[src/rtl/fg_pkg.sv]
`timescale 1ns/1ps
package fg_pkg;

  typedef enum logic [1:0] {
    OP_READ      = 2'b00,
    OP_WRITE     = 2'b01,
    OP_ERASE_ALL = 2'b10,
    OP_ERASE_BLK = 2'b11
  } op_e;

  typedef enum logic [1:0] {
    RG_BOOT = 2'd0,
    RG_LOW  = 2'd1,
    RG_HIGH = 2'd2,
    RG_OPEN = 2'd3
  } region_e;

  localparam int NUM_BLK   = 3;
  localparam int CFG_BYTES = 6;
  localparam int PROT_W    = 3 * NUM_BLK + 3;

  // a bit value of 1 means the matching access is allowed
  typedef struct packed {
    logic               cfg_wr_ok;
    logic               ee_wr_ok;
    logic               ee_ext_ok;
    logic [NUM_BLK-1:0] tr_ok;
    logic [NUM_BLK-1:0] tw_ok;
    logic [NUM_BLK-1:0] ext_ok;
  } prot_t;

  function automatic logic [7:0] cfg_byte(input prot_t p, input logic [2:0] ofs);
    logic [7:0] b;
    b = 8'h00;
    case (ofs)
      3'd0: b = {6'b0, p.ext_ok[2], p.ext_ok[1]};
      3'd1: b = {p.ee_ext_ok, p.ext_ok[0], 6'b0};
      3'd2: b = {6'b0, p.tw_ok[2], p.tw_ok[1]};
      3'd3: b = {p.ee_wr_ok, p.tw_ok[0], p.cfg_wr_ok, 5'b0};
      3'd4: b = {6'b0, p.tr_ok[2], p.tr_ok[1]};
      3'd5: b = {1'b0, p.tr_ok[0], 6'b0};
      default: b = 8'h00;
    endcase
    return b;
  endfunction

  function automatic prot_t cfg_clear(input prot_t p, input logic [2:0] ofs,
                                      input logic [7:0] d);
    prot_t q;
    q = p;
    case (ofs)
      3'd0: begin
        q.ext_ok[1] = p.ext_ok[1] & d[0];
        q.ext_ok[2] = p.ext_ok[2] & d[1];
      end
      3'd1: begin
        q.ext_ok[0] = p.ext_ok[0] & d[6];
        q.ee_ext_ok = p.ee_ext_ok & d[7];
      end
      3'd2: begin
        q.tw_ok[1] = p.tw_ok[1] & d[0];
        q.tw_ok[2] = p.tw_ok[2] & d[1];
      end
      3'd3: begin
        q.cfg_wr_ok = p.cfg_wr_ok & d[5];
        q.tw_ok[0]  = p.tw_ok[0] & d[6];
        q.ee_wr_ok  = p.ee_wr_ok & d[7];
      end
      3'd4: begin
        q.tr_ok[1] = p.tr_ok[1] & d[0];
        q.tr_ok[2] = p.tr_ok[2] & d[1];
      end
      3'd5: q.tr_ok[0] = p.tr_ok[0] & d[6];
      default: q = p;
    endcase
    return q;
  endfunction

endpackage

[src/rtl/fg_region_dec.sv]
`timescale 1ns/1ps
module fg_region_dec
  import fg_pkg::*;
#(
  parameter int              ADDR_W   = 22,
  parameter logic [ADDR_W-1:0] BOOT_END = 22'h0007FF,
  parameter logic [ADDR_W-1:0] LOW_END  = 22'h003FFF,
  parameter logic [ADDR_W-1:0] HIGH_END = 22'h007FFF
) (
  input  logic [ADDR_W-1:0] addr,
  output region_e           rg
);

  always_comb begin
    if (addr <= BOOT_END)      rg = RG_BOOT;
    else if (addr <= LOW_END)  rg = RG_LOW;
    else if (addr <= HIGH_END) rg = RG_HIGH;
    else                       rg = RG_OPEN;
  end

endmodule

[src/rtl/fg_space_dec.sv]
`timescale 1ns/1ps
module fg_space_dec
  import fg_pkg::*;
#(
  parameter int                ADDR_W   = 22,
  parameter logic [ADDR_W-1:0] CFG_BASE = 22'h300008,
  parameter logic [ADDR_W-1:0] ID_BASE  = 22'h3FFFFE
) (
  input  logic [ADDR_W-1:0] addr,
  output logic              is_cfg,
  output logic [2:0]        cfg_ofs,
  output logic              is_id,
  output logic              id_hi
);

  localparam logic [ADDR_W-1:0] CFG_LAST = CFG_BASE + ADDR_W'(CFG_BYTES - 1);

  always_comb begin
    is_cfg  = (addr >= CFG_BASE) && (addr <= CFG_LAST);
    cfg_ofs = addr[2:0] - CFG_BASE[2:0];
    is_id   = (addr[ADDR_W-1:1] == ID_BASE[ADDR_W-1:1]);
    id_hi   = addr[0];
  end

endmodule

[src/rtl/fg_prot_store.sv]
`timescale 1ns/1ps
module fg_prot_store
  import fg_pkg::*;
#(
  parameter logic [PROT_W-1:0] PROT_INIT = '1
) (
  input  logic       clk,
  input  logic       rst_n,
  input  logic       cfg_we,
  input  logic [2:0] cfg_ofs,
  input  logic [7:0] cfg_wdata,
  input  logic       erase_all,
  input  logic       erase_blk,
  input  region_e    erase_rg,
  output prot_t      prot_q
);

  prot_t prot_d;
  logic  prot_en;

  assign prot_en = erase_all | erase_blk | cfg_we;

  always_comb begin
    prot_d = prot_q;
    if (erase_all) begin
      prot_d = '1;
    end else if (erase_blk) begin
      for (int b = 0; b < NUM_BLK; b++) begin
        if (erase_rg == region_e'(b)) begin
          prot_d.ext_ok[b] = 1'b1;
          prot_d.tw_ok[b]  = 1'b1;
          prot_d.tr_ok[b]  = 1'b1;
        end
      end
    end else if (cfg_we) begin
      prot_d = cfg_clear(prot_q, cfg_ofs, cfg_wdata);
    end
  end

  always_ff @(posedge clk or negedge rst_n) begin
    if (!rst_n)       prot_q <= prot_t'(PROT_INIT);
    else if (prot_en) prot_q <= prot_d;
  end

endmodule

[src/rtl/fg_access_ctl.sv]
`timescale 1ns/1ps
module fg_access_ctl
  import fg_pkg::*;
(
  input  logic    req_valid,
  input  logic    req_src,
  input  op_e     req_op,
  input  region_e tgt_rg,
  input  region_e pc_rg,
  input  logic    tgt_cfg,
  input  logic    tgt_id,
  input  prot_t   prot,
  output logic    rd_grant,
  output logic    wr_grant,
  output logic    wr_deny,
  output logic    rd_deny,
  output logic    erase_all,
  output logic    erase_blk
);

  logic is_rd, is_wr, user, rd_allow, wr_allow;

  assign is_rd = req_valid && (req_op == OP_READ);
  assign is_wr = req_valid && (req_op == OP_WRITE);
  assign user  = !tgt_cfg && !tgt_id && (tgt_rg != RG_OPEN);

  always_comb begin
    rd_allow = 1'b1;
    wr_allow = 1'b1;
    if (tgt_id) begin
      wr_allow = 1'b0;
    end else if (tgt_cfg) begin
      wr_allow = req_src || prot.cfg_wr_ok;
    end
    for (int b = 0; b < NUM_BLK; b++) begin
      if (user && (tgt_rg == region_e'(b))) begin
        if (req_src) begin
          rd_allow = prot.ext_ok[b];
          wr_allow = prot.ext_ok[b];
        end else begin
          rd_allow = prot.tr_ok[b] || (pc_rg == tgt_rg);
          wr_allow = prot.tw_ok[b];
        end
      end
    end
  end

  assign rd_grant  = is_rd && rd_allow;
  assign rd_deny   = is_rd && !rd_allow;
  assign wr_grant  = is_wr && wr_allow;
  assign wr_deny   = is_wr && !wr_allow;
  assign erase_all = req_valid && req_src && (req_op == OP_ERASE_ALL);
  assign erase_blk = req_valid && req_src && (req_op == OP_ERASE_BLK);

endmodule

[src/rtl/flash_guard.sv]
`timescale 1ns/1ps
module flash_guard
  import fg_pkg::*;
#(
  parameter int                ADDR_W    = 22,
  parameter logic [ADDR_W-1:0] BOOT_END  = 22'h0007FF,
  parameter logic [ADDR_W-1:0] LOW_END   = 22'h003FFF,
  parameter logic [ADDR_W-1:0] HIGH_END  = 22'h007FFF,
  parameter logic [ADDR_W-1:0] CFG_BASE  = 22'h300008,
  parameter logic [ADDR_W-1:0] ID_BASE   = 22'h3FFFFE,
  parameter logic [7:0]        ID_LO     = 8'hC3,
  parameter logic [7:0]        ID_HI     = 8'h1E,
  parameter logic [PROT_W-1:0] PROT_INIT = '1
) (
  input  logic              clk,
  input  logic              rst_n,
  input  logic              req_valid,
  input  logic              req_src,
  input  logic [1:0]        req_op,
  input  logic [ADDR_W-1:0] req_addr,
  input  logic [ADDR_W-1:0] req_pc,
  input  logic [7:0]        req_wdata,
  input  logic [7:0]        flash_rdata,
  output logic              flash_re,
  output logic              flash_we,
  output logic [7:0]        rd_data,
  output logic              rd_denied,
  output logic              wr_violation
);

  localparam int NDEC = 2;

  logic              rst_meta_n, rst_sync_n;
  logic [ADDR_W-1:0] dec_addr [NDEC];
  region_e           dec_rg   [NDEC];
  logic              tgt_cfg, tgt_id, id_hi;
  logic [2:0]        cfg_ofs;
  prot_t             prot_q;
  logic              rd_grant, wr_grant, wr_deny, rd_deny;
  logic              erase_all, erase_blk, cfg_we;
  logic              viol_d, viol_q;

  // reset: asserted at once, released after two clock edges
  always_ff @(posedge clk or negedge rst_n) begin
    if (!rst_n) begin
      rst_meta_n <= 1'b0;
      rst_sync_n <= 1'b0;
    end else begin
      rst_meta_n <= 1'b1;
      rst_sync_n <= rst_meta_n;
    end
  end

  assign dec_addr[0] = req_addr;
  assign dec_addr[1] = req_pc;

  for (genvar i = 0; i < NDEC; i++) begin : g_dec
    fg_region_dec #(
      .ADDR_W  (ADDR_W),
      .BOOT_END(BOOT_END),
      .LOW_END (LOW_END),
      .HIGH_END(HIGH_END)
    ) u_rdec (
      .addr(dec_addr[i]),
      .rg  (dec_rg[i])
    );
  end

  fg_space_dec #(
    .ADDR_W  (ADDR_W),
    .CFG_BASE(CFG_BASE),
    .ID_BASE (ID_BASE)
  ) u_sdec (
    .addr   (req_addr),
    .is_cfg (tgt_cfg),
    .cfg_ofs(cfg_ofs),
    .is_id  (tgt_id),
    .id_hi  (id_hi)
  );

  fg_access_ctl u_ctl (
    .req_valid(req_valid),
    .req_src  (req_src),
    .req_op   (op_e'(req_op)),
    .tgt_rg   (dec_rg[0]),
    .pc_rg    (dec_rg[1]),
    .tgt_cfg  (tgt_cfg),
    .tgt_id   (tgt_id),
    .prot     (prot_q),
    .rd_grant (rd_grant),
    .wr_grant (wr_grant),
    .wr_deny  (wr_deny),
    .rd_deny  (rd_deny),
    .erase_all(erase_all),
    .erase_blk(erase_blk)
  );

  assign cfg_we = wr_grant && tgt_cfg;

  fg_prot_store #(
    .PROT_INIT(PROT_INIT)
  ) u_store (
    .clk      (clk),
    .rst_n    (rst_sync_n),
    .cfg_we   (cfg_we),
    .cfg_ofs  (cfg_ofs),
    .cfg_wdata(req_wdata),
    .erase_all(erase_all),
    .erase_blk(erase_blk),
    .erase_rg (dec_rg[0]),
    .prot_q   (prot_q)
  );

  always_comb begin
    rd_data = 8'h00;
    if (rd_grant) begin
      if (tgt_cfg)     rd_data = cfg_byte(prot_q, cfg_ofs);
      else if (tgt_id) rd_data = id_hi ? ID_HI : ID_LO;
      else             rd_data = flash_rdata;
    end
  end

  assign flash_re  = rd_grant && !tgt_cfg && !tgt_id;
  assign flash_we  = wr_grant && !tgt_cfg && !tgt_id;
  assign rd_denied = rd_deny;

  assign viol_d = wr_deny;

  always_ff @(posedge clk or negedge rst_sync_n) begin
    if (!rst_sync_n) viol_q <= 1'b0;
    else             viol_q <= viol_d;
  end

  assign wr_violation = viol_q;

endmodule

[config.mk]
export PLATFORM = sky130hd
export DESIGN_NAME = flash_guard
export DESIGN_NICKNAME = d
export VERILOG_FILES = /design/src/rtl/fg_pkg.sv /design/src/rtl/fg_region_dec.sv /design/src/rtl/fg_space_dec.sv /design/src/rtl/fg_prot_store.sv /design/src/rtl/fg_access_ctl.sv /design/src/rtl/flash_guard.sv
export SDC_FILE = /design/constraint.sdc
export NUM_CORES = 1
export LEC_CHECK = 0
export BUFFER_PORTS_ARGS = -buffer_cell sky130_fd_sc_hd__buf_2
export CAP_MARGIN = 40
export CORE_ASPECT_RATIO = 1.25
export CORE_MARGIN = 8
export CORE_UTILIZATION = 30
export CTS_BUF_LIST = sky130_fd_sc_hd__clkbuf_8
export DETAILED_ROUTE_END_ITERATION = 6
export PLACE_DENSITY = 0.64
export SLEW_MARGIN = 20
export SYNTH_ARGS = -nofsm -noshare
export SYNTH_HDL_FRONTEND = slang
export SYNTH_SLANG_ARGS = --single-unit
[constraint.sdc]
create_clock -name clk -period 3.6 [get_ports clk]
set_input_delay 0.54 -clock clk [delete_from_list [all_inputs] [get_ports clk]]
set_output_delay 0.54 -clock clk [all_outputs]
set_load 0.005 [all_outputs]
==> flow_summary_export.csv <==
group,metric,value,unit
outcome,status,"finished clean",
setup_path,reg2reg_depth,6,
setup_path,crit_type,"in -> out",
finish,diodes,0,
drt,drc_errors,0,
cts,cts_buffer_depth,2,
die,die_h,91.5,µm
die,die-area,6980,µm²
die,initial_core_util,31.1,%
die,ios,78,
cts,clkTransAtPathRegs,0.06,ns
cts,clock_tree.root_cell,"clkbuf_8",
timing,rsz0062_at_grt,"false",
hold_path,hold_path.class,"in -> async",
finish,design_area,1790,µm²
cts,cts.sink_count,15,
timing,worstMarginPinSlew,0.720,ns
timing,min_period,3.25,ns
setup_path,cp_top_family,"simple AND/OR/NAND/NOR gates",
timing,clock_skew,0.00486,ns
logic_synthesis,muxShareOfSynthArea,5.22,%
drt,drtIter0Drc,79,
logic_synthesis,synth_simple_gate_area_share,40.5,%
placement,port_buffers,63,
drt,routed_via_density,5.24,
cts,postCtsHoldBufs,0,
logic_synthesis,syn_area,1370,µm²
grt,grt_max_degree,14,
setup_path,cp-end-kind,"primary output",
placement,placedCellCount,300,
timing,fin_crit_sh,90.3,%
logic_synthesis,synthArstFlopShare,100,%
grt,grt_pass1_wl,7610,µm
logic_synthesis,synth-seq-cells,15,
cts,cts_max_level,1,
finish,final_cell_mix,"buf_2, nor2_1, nand2_1",
setup_path,slowest_stage,"or4_4",
logic_synthesis,synth_cell_types,51,
placement,placed_area,1740,µm²
cts,cts_tree,"built",
setup_path,r2r_end,"u_store.prot_q[1]",
logic_synthesis,synth-compound-area-share,21.2,%
logic_synthesis,synth_top_family_by_area,"simple AND/OR/NAND/NOR gates",
drt,route.antenna.remaining_nets,0,
cts,cts_made_buffers,3,
placement,post-place-ws,0.338,ns
timing,slew_violations,0,
grt,grt_antenna_before_repair,0,
grt,grt_pass1_vias,1683,
power,power_density,237,nW/µm²
cts,clk_latency,0.24,ns
setup_path,cp_data_required_time,3.06,ns
timing,final.setup.tns,0,ns
logic_synthesis,synth_edf_count,0,
grt,overflow,0,
cts,cts_resized,0,
setup_path,reg2reg_from,"u_store.prot_q[0]",
logic_synthesis,synth_fp_nets,248,
drt,drtPass1Iterations,4,
power,ir_worst_vdd,0.112,mV
timing,fmax,308,MHz
finish,n_fill_cell,484,
placement,place_hpwl,3770,µm
timing,relSlewSlack,51.7,%
setup_path,cp_num_buf_inv,2,
finish,areaGrowthSynthToFinish,30.9,%
drt,post_drt_wl_per_cell,14.8,µm
setup_path,timing.reg2reg.setup_slack,1.77,ns
finish,final_nets,313,
grt,grt_usage,12.8,%
cts,cts_setup_buffers,0,
drt,num_vias,1594,
logic_synthesis,synth_ff_type,"dfstp_2",
logic_synthesis,avgSynthCellArea,7.51,µm²
setup_path,worst_path_most_repeated_cell,"buf_2",
setup_path,path_max_fanout,10,
placement,gp_congestion,0.834,
setup_path,startpoint_type,"input pin",
setup_path,worstPathArrival,2.71,ns
die,die_x,76.4,µm
logic_synthesis,seq_area_frac_synth,28.6,%
power,leakage,0.782,nW
finish,layout_commonest_cell,"buf_2",
setup_path,critPathMaxStageDelay,0.56,ns
die,core_region_area,4390,µm²
job,cap_violations,0,
finish,drive_gt1_share,37.8,%
logic_synthesis,synth_xor_area_share,0.641,%
logic_synthesis,syn_inst,182,
die,fp-row-count,27,
drt,routed_wl,4490,µm
timing,hold_viol_final,0,
timing,worst_slack,0.350,ns
timing,setup_viol,0,
setup_path,crit_chain,"buf_2, or4_4, or3_4, or4b_1, a31o_1, nor3b_1, buf_2",
logic_synthesis,yosys.area_share.adder,0,%
logic_synthesis,yosys_warnings,0,
finish,layoutNonFillerInstCount,304,
-- layer usage --
layer  GRT usage, %  routed length, µm  vias to the layer above
met5              0                  0                        -
met1           13.0               1800                      738
met2           25.0               2420                       39
met3           2.96                231                        4
met4           3.70                 44                        0
li1               -                  -                      813
-- final cells by class --
class | instances | area, µm² | share of cell area, %
clock inverter | 1 | 3.75 | 0.210
sequential | 15 | 390 | 21.8
multi-input combinational | 157 | 927 | 51.9
timing repair buffer | 66 | 338 | 18.9
inverter | 4 | 15.0 | 0.840
tap | 58 | 72.6 | 4.06
clock buffer | 3 | 41.3 | 2.31
-- worst max-delay path by stage --
stage,startpoint,slack [ns],cells past startpoint,end
after floorplan,req_addr[14],0.64,6,flash_we
after global placement,req_addr[14],0.36,7,flash_we
after detailed placement,req_addr[14],0.34,7,flash_we
after CTS,req_addr[14],0.34,7,flash_we
after global routing,req_addr[14],0.22,8,rd_data[1]
final,req_addr[14],0.35,7,flash_we
-- stage by stage --
stage,hold WS [ns],util (%),power (mW)
finish,0.0707,40.7,0.424
global route,0.0615,40.7,0.448
CTS,0.0642,40.7,0.429
detailed placement,0.228,39.7,0.296
global placement,0.224,39.7,0.294
floorplan,0.151,-,0.245
-- flip-flops by register name, summed over array words and instances (netlist names) --
signal          flops
rst_meta_n          1
rst_sync_n          1
u_store.prot_q     12
wr_violation        1
-- report_power, final --
group	switching, mW	total, mW	leakage (nW)	internal, mW
Combinational	0.0541	0.101	0.591	0.0468
Sequential	0.00921	0.192	0.164	0.183
Clock	0.0552	0.130	0.0269	0.0753
-- kinds of logic (layout without fill, tap and decap cells) --
family / count (synthesis) / count (layout)
compound gates: 44 / 44
xor+xnor: 1 / 1
buf+inv: 10 / 74
flops: 15 / 15
mux: 7 / 7
other cells: 1 / 1
simple gates: 104 / 104
-- cell usage after synthesis, types with 2 or more instances --
cell type	number	share of area (%)
nand2b_1	4	1.8
nand4_1	6	2.7
or3_4	2	1.6
nor3_1	10	3.7
clkbuf_1	4	1.1
dfrtp_1	3	5.5
inv_1	4	1.1
a31oi_1	8	3.7
or3_1	2	0.92
nor2_1	33	9.1
o22a_1	2	1.3
a41oi_1	2	1.3
o21a_1	2	1.1
and3_1	2	0.92
a211oi_1	3	1.6
or2_2	2	0.92
o21ai_0	7	2.6
nand2_1	17	4.7
dfstp_2	12	23
nor3b_1	2	1.1
a21oi_1	10	3.7
nand3_1	8	2.9
nor4_1	4	1.8
mux2i_1	6	4.4
-- worst register-to-register path: cells and delay by family, from the launching register on --
| kind | cells | cell delay, ns |
|---|---|---|
| AOI/OAI and AO/OA | 2 | 0.81 |
| DFF | 1 | 0.56 |
| muxes | 1 | 0.15 |
| and+or+nand+nor | 3 | 0.20 |
Power figures use the tool's default switching activity.
